$ cat config.mk
export PLATFORM = sky130hd
export DESIGN_NAME = irq_ctrl_reg
export DESIGN_NICKNAME = d
export VERILOG_FILES = /design/src/rtl/irq_ctrl_pkg.sv /design/src/rtl/irq_edge_sync.sv /design/src/rtl/irq_port_watch.sv /design/src/rtl/irq_ctrl_bits.sv /design/src/rtl/irq_req_gate.sv /design/src/rtl/irq_ctrl_reg.sv
export SDC_FILE = /design/constraint.sdc
export NUM_CORES = 1
export LEC_CHECK = 0
export BUFFER_PORTS_ARGS = -buffer_cell sky130_fd_sc_hd__buf_2
export CORE_UTILIZATION = 40
export DETAILED_ROUTE_END_ITERATION = 6
export GPL_TIMING_DRIVEN = 0
export PLACE_DENSITY = 0.71
export SYNTH_ARGS = -nofsm -noshare
export SYNTH_HDL_FRONTEND = slang
export SYNTH_SLANG_ARGS = --single-unit
$ cat constraint.sdc
create_clock -name clk_i -period 1.9 [get_ports clk_i]
set_input_delay 0.19 -clock clk_i [delete_from_list [all_inputs] [get_ports clk_i]]
set_output_delay 0.19 -clock clk_i [all_outputs]
set_load 0.005 [all_outputs]
$ cat src/rtl/irq_ctrl_pkg.sv
package irq_ctrl_pkg;
  localparam int unsigned NUM_SRC = 3;
  localparam int unsigned SRC_TMR = 2;
  localparam int unsigned SRC_EXT = 1;
  localparam int unsigned SRC_PCH = 0;

  // packed order matches the register: gie=7, peie=6, en=5:3, fl=2:0
  typedef struct packed {
    logic               gie;
    logic               peie;
    logic [NUM_SRC-1:0] en;
    logic [NUM_SRC-1:0] fl;
  } ctrl_t;

  localparam int unsigned REG_W = $bits(ctrl_t);
endpackage

$ cat src/rtl/irq_edge_sync.sv
module irq_edge_sync #(
  parameter int unsigned SYNC_STAGES = 2
) (
  input  logic clk_i,
  input  logic rst_ni,
  input  logic pin_i,
  output logic rise_o
);
  logic [SYNC_STAGES:0] sh_q;

  always_ff @(posedge clk_i or negedge rst_ni) begin
    if (!rst_ni) sh_q <= '0;
    else         sh_q <= {sh_q[SYNC_STAGES-1:0], pin_i};
  end

  assign rise_o = sh_q[SYNC_STAGES-1] & ~sh_q[SYNC_STAGES];
endmodule

$ cat src/rtl/irq_port_watch.sv
module irq_port_watch #(
  parameter int unsigned PORT_W = 4
) (
  input  logic              clk_i,
  input  logic              rst_ni,
  input  logic [PORT_W-1:0] port_i,
  input  logic              rd_i,
  output logic              mismatch_o
);
  logic [PORT_W-1:0] snap_q;
  logic              rd_q;

  // refresh lags the read by one cycle
  always_ff @(posedge clk_i or negedge rst_ni) begin
    if (!rst_ni) begin
      snap_q <= '0;
      rd_q   <= 1'b0;
    end else begin
      rd_q <= rd_i;
      if (rd_q) snap_q <= port_i;
    end
  end

  assign mismatch_o = |(port_i ^ snap_q);
endmodule

$ cat src/rtl/irq_ctrl_bits.sv
module irq_ctrl_bits
  import irq_ctrl_pkg::*;
(
  input  logic               clk_i,
  input  logic               rst_ni,
  input  logic               wr_en_i,
  input  logic [REG_W-1:0]   wr_data_i,
  input  logic [NUM_SRC-1:0] set_i,
  output ctrl_t              ctrl_o
);
  ctrl_t wr_v, ctrl_d, ctrl_q;

  always_comb begin
    wr_v   = ctrl_t'(wr_data_i);
    ctrl_d = wr_en_i ? wr_v : ctrl_q;
    ctrl_d.fl = ctrl_d.fl | set_i;  // hardware set wins over clear
  end

  always_ff @(posedge clk_i or negedge rst_ni) begin
    if (!rst_ni) ctrl_q <= '0;
    else         ctrl_q <= ctrl_d;
  end

  assign ctrl_o = ctrl_q;
endmodule

$ cat src/rtl/irq_req_gate.sv
module irq_req_gate
  import irq_ctrl_pkg::*;
(
  input  ctrl_t              ctrl_i,
  input  logic               prio_mode_i,
  input  logic [NUM_SRC-1:0] src_hi_i,
  input  logic               periph_req_i,
  input  logic               periph_hi_i,
  output logic               irq_hi_o,
  output logic               irq_lo_o
);
  logic [NUM_SRC-1:0] act, hi_src, lo_src;
  logic               per_hi, per_lo;

  assign act = ctrl_i.en & ctrl_i.fl;

  for (genvar i = 0; i < NUM_SRC; i++) begin : g_src
    assign hi_src[i] = act[i] & (~prio_mode_i | src_hi_i[i]);
    assign lo_src[i] = act[i] & prio_mode_i & ~src_hi_i[i];
  end

  assign per_hi = periph_req_i & (prio_mode_i ? periph_hi_i : ctrl_i.peie);
  assign per_lo = periph_req_i & prio_mode_i & ~periph_hi_i;

  assign irq_hi_o = ctrl_i.gie & ((|hi_src) | per_hi);
  assign irq_lo_o = ctrl_i.gie & ctrl_i.peie & ((|lo_src) | per_lo);
endmodule

$ cat src/rtl/irq_ctrl_reg.sv
module irq_ctrl_reg
  import irq_ctrl_pkg::*;
#(
  parameter int unsigned PORT_W      = 4,
  parameter int unsigned SYNC_STAGES = 2
) (
  input  logic               clk_i,
  input  logic               rst_ni,
  input  logic               wr_en_i,
  input  logic [7:0]         wr_data_i,
  output logic [7:0]         rd_data_o,
  input  logic               prio_mode_i,
  input  logic               tmr_ovf_i,
  input  logic               ext_pin_i,
  input  logic [PORT_W-1:0]  port_i,
  input  logic               port_rd_i,
  input  logic               periph_req_i,
  input  logic               periph_hi_i,
  input  logic [2:0]         src_hi_i,
  output logic               irq_hi_o,
  output logic               irq_lo_o
);
  logic               ext_rise, port_mis;
  logic [NUM_SRC-1:0] set_v;
  ctrl_t              ctrl;

  irq_edge_sync #(.SYNC_STAGES(SYNC_STAGES)) u_ext_sync (
    .clk_i  (clk_i),
    .rst_ni (rst_ni),
    .pin_i  (ext_pin_i),
    .rise_o (ext_rise)
  );

  irq_port_watch #(.PORT_W(PORT_W)) u_port_watch (
    .clk_i      (clk_i),
    .rst_ni     (rst_ni),
    .port_i     (port_i),
    .rd_i       (port_rd_i),
    .mismatch_o (port_mis)
  );

  always_comb begin
    set_v          = '0;
    set_v[SRC_TMR] = tmr_ovf_i;
    set_v[SRC_EXT] = ext_rise;
    set_v[SRC_PCH] = port_mis;
  end

  irq_ctrl_bits u_bits (
    .clk_i     (clk_i),
    .rst_ni    (rst_ni),
    .wr_en_i   (wr_en_i),
    .wr_data_i (wr_data_i),
    .set_i     (set_v),
    .ctrl_o    (ctrl)
  );

  irq_req_gate u_gate (
    .ctrl_i       (ctrl),
    .prio_mode_i  (prio_mode_i),
    .src_hi_i     (src_hi_i),
    .periph_req_i (periph_req_i),
    .periph_hi_i  (periph_hi_i),
    .irq_hi_o     (irq_hi_o),
    .irq_lo_o     (irq_lo_o)
  );

  assign rd_data_o = ctrl;
endmodule

==> results summary <==
The synthesized net count is 77. Setup repair after global routing left no endpoint under its margin. The number of clock sinks came out at 16. The leakage power summed over all cells is 0.471 nW. For this design, the slowest cell found on the critical path is sky130_fd_sc_hd__dfrtp_1.

Across the run, the number of max-cap violations was 0. Of the total synthesized cell area, the portion taken by full adders, half adders and majority gates is 0. The die outline width is 43.4 um. The area inside the core boundary came out at 1560 um^2. In the routed design, unresolved DRC markers number 10.

Summed over all layers, the routed wires come to 1.23 mm. The number of clock buffers inserted by TritonCTS is 3. The final weighted congestion in routability-driven placement is 0.699. The worst setup path is launched from a flip-flop. The checks that failed: DRC.

TritonCTS built the clock tree. The total power is 0.727 mW. In this run the worst path has a maximum fanout of 3. The signal on the critical path passes through nand2_1 > o22ai_1 > o31a_1 > buf_2. The share of total power in sequential cells is 0.532. The biggest cell delay along the critical path is 0.40 ns.

The flow ran to the end, but the final reports show violations. The post-synthesis sequential area ratio came out at 0.583. The initial utilization of the core area, before any placement, comes to 0.441. The die is 43.4 um tall.

In the final design database the tool counted 117 nets. Once detailed placement completed, the half-perimeter wirelength came to 946 um. The maximum buffer depth of the clock tree is 2. The number of enable flip-flop cells after synthesis came out at 0. The gate count of the mapped netlist is 53. Clock-pin slew was measured on the worst setup and hold paths at 0.09 ns. Of the total power, the share spent switching nets is 0.235. The first global-routing pass estimated 2.13 mm of wire. 34 I/O pins were placed. The mux share of post-synthesis cell area came out at 0.191. The cell family contributing the most delay on the critical path is flip-flops.

The final period demand of the worst path is 1.44 ns. The end of the worst register-to-register path is u_bits.ctrl_o[0]. The launch point of the worst hold path is tmr_ovf_i.

The capturing element type of the critical path is an output port. Summed over all layers, the global routing overflow is 0. The antenna violation net count after detailed routing is 0.

The standard cell area after detailed placement came out at 867 um^2. Of the total synthesized cell area, the portion taken by AND, OR, NAND and NOR gates is 0.0674. The internal portion of total power came out at 0.556 mW.

The logic gate share of total power is 0.167. The repair_antennas step left the layout with diodes totalling 0. IR analysis of the VDD net gives a maximum drop of 0.348 mV. The analysis attributes to net switching a power of 0.171 mW. The number of endpoints failing setup at the final stage came out at 0. The areal power density over the cells came out at 779 nW/um^2. By area, the combinational part of the netlist is dominated by multiplexers.

The global routing usage summed across all routing layers is 0.152. The total standard cell area after synthesis came out at 687 um^2. Relative to the synthesized area, the layout overhead comes to 35.9%.

The most used flip-flop cell after synthesis is sky130_fd_sc_hd__dfrtp_1. In this run the tool buffered the top-level ports with 32 buffer cells. The pre-antenna-repair detailed-routing pass consisted of 5 iterations.

The largest net degree at the start of global routing is 17. The total of cells resized after clock tree synthesis came out at 0. The number of buffer and inverter stages on the critical path is 1. The maximum clock skew at final layout is 0.00155 ns. Yosys printed 0 warnings. The synthesis-stage register bit count came out at 16. Measured in cells, the most critical reg-to-reg path has a length of 3. The xor-xnor portion of the synthesized cell area came out at 0.0510. The critical path in this run is classified as flip-flop to output port.

The required time of the worst setup path is 1.71 ns. The hold violation count in the final report came out at 0. The floorplan has 14 rows. The post-layout instance area came out at 933 um^2.

The number of different library cells in the post-synthesis netlist is 19. The post-synthesis async set-or-reset flop share came out at 1.00. The slack of the worst reg-to-reg path is 0.95 ns. The number of antenna violations at the first check in global routing is 0. The total negative slack for setup checks came out at 0 ns. The die footprint is 1890 um^2. The tree is rooted in a sky130_fd_sc_hd__clkbuf_4. The number of pins with negative max-slew slack in the final report came out at 0. The critical path arrival came out at 1.25 ns. The worst hold path stage count is 2.

The transition time at the pin with the least slew margin came out at 0.339 ns. The mean instance size in the synthesized netlist came out at 13.0 um^2. The number of placed instances, taps included, is 101. The post-synthesis compound-gate area fraction came out at 0.0838. The worst register-to-register path begins at u_port_watch.snap_q[1].

The clock insertion delay at the later pin of the skew report came out at 0.28 ns. After detailed routing, the number of vias per cell comes to 5.06. The beginning of the critical path is u_bits.ctrl_o[0]. The final clock period utilization by the worst path came out at 0.760. The clock share of power came out at 0.302. The fraction of layout cells with a size suffix above 1 is 0.500. The via count of the routed design came out at 547. The average wire per cell in the routed design came out at 11.4 um. The worst pin sits at a relative slew slack of 0.774. The finished layout holds 108 standard cells, fillers aside. The path class of the tightest hold or removal check is primary input to flip-flop. The number of H-tree levels came out at 1. The endpoint with the worst hold slack is u_bits.ctrl_o[2]. The via count of the first global-routing pass came to 557. The fmax is 692 MHz. The first-iteration detailed-routing DRC count is 13.
-- sequential cells by signal, indices dropped and copies added (netlist names) --
register and cells:
u_bits.ctrl_o 8, u_port_watch.snap_q 4, u_ext_sync.sh_q 3, u_port_watch.rd_q 1
-- how the worst max path moves through the flow --
stage,slack (ns),cells after the start,to
global route,0.38,4,irq_hi_o
CTS,0.44,4,irq_hi_o
global placement,0.77,4,irq_hi_o
detailed placement,0.76,4,irq_hi_o
floorplan,0.89,3,irq_hi_o
finish,0.46,4,irq_hi_o
-- cell usage in the layout (no fill, tap or decap), types with 2 or more instances in the layout --
| cell | synthesis | final |
|---|---|---|
| sky130_fd_sc_hd__inv_1 | 3 | 3 |
| sky130_fd_sc_hd__nand2_1 | 3 | 3 |
| sky130_fd_sc_hd__mux2i_1 | 3 | 3 |
| sky130_fd_sc_hd__dlygate4sd3_1 | 0 | 3 |
| sky130_fd_sc_hd__mux2_2 | 9 | 9 |
| sky130_fd_sc_hd__buf_2 | 1 | 33 |
| sky130_fd_sc_hd__clkbuf_4 | 0 | 3 |
| sky130_fd_sc_hd__xor2_1 | 3 | 3 |
| sky130_fd_sc_hd__dfrtp_1 | 16 | 16 |
| sky130_fd_sc_hd__and2b_1 | 2 | 2 |
| sky130_fd_sc_hd__o22ai_1 | 3 | 3 |
-- power by group through the flow --
stage	clock (mW)	combinational (mW)	sequential [mW]
final	0.219	0.121	0.387
after global routing	0.239	0.137	0.391
after CTS	0.226	0.122	0.387
after detailed placement	0	0.119	0.393
after global placement	0	0.115	0.392
after floorplan	0	0.0592	0.393
-- metal layers --
| layer | vias up | global-route usage | share of wire |
|---|---|---|---|
| met2 | 25 | 0.267 | 0.48 |
| met5 | - | 0 | 0 |
| met1 | 258 | 0.179 | 0.44 |
| met4 | 0 | 0.0750 | 0.0033 |
| met3 | 2 | 0.0250 | 0.074 |
| li1 | 262 | - | - |
-- cells in the mapped netlist (2+ instances only) --
| master | number | area [um^2] |
|---|---|---|
| sky130_fd_sc_hd__inv_1 | 3 | 11.3 |
| sky130_fd_sc_hd__nand2_1 | 3 | 11.3 |
| sky130_fd_sc_hd__and2b_1 | 2 | 15.0 |
| sky130_fd_sc_hd__mux2_2 | 9 | 101 |
| sky130_fd_sc_hd__mux2i_1 | 3 | 30.0 |
| sky130_fd_sc_hd__xor2_1 | 3 | 26.3 |
| sky130_fd_sc_hd__o22ai_1 | 3 | 18.8 |
| sky130_fd_sc_hd__dfrtp_1 | 16 | 400 |
-- worst register-to-register path, delay by kind of cell, from the launching register on --
kind	cells	cell delay (ns)
XOR/XNOR	1	0.16
flip-flops	1	0.40
AND/OR/NAND/NOR	2	0.27
-- stage by stage --
step | setup WS [ns] | utilization | hold slack (ns)
floorplan | 0.891 | - | -0.106
finish | 0.455 | 0.599 | 0.113
detailed placement | 0.764 | 0.556 | 0.120
global placement | 0.775 | 0.556 | 0.114
CTS | 0.440 | 0.592 | 0.00406
global route | 0.380 | 0.599 | 0.102
-- kinds of logic (layout without fill, tap and decap cells) --
group                  Yosys count  in the layout
buffers and inverters            4             43
AND/OR/NAND/NOR                  9              9
flip-flops                      16             16
multiplexers                    12             12
AO/OA/AOI/OAI                    8              8
XOR/XNOR                         4              4
-- timing repair --
item / 4_1_cts / 5_1_grt
endpoints found under the hold margin: 17 / 1
hold buffers: 2 / 1
buffers inserted: 0 / 0
-- area by class of cell --
class	instances	area, um^2
inverters	3	11.3
plain buffers	1	5.00
well taps	16	20.0
clock buffers	4	36.3
flip-flops and latches	16	400
multi-input cells	33	270
repair buffers	35	190
fillers	143	626
Note: power is estimated with default switching activity, not from simulation.
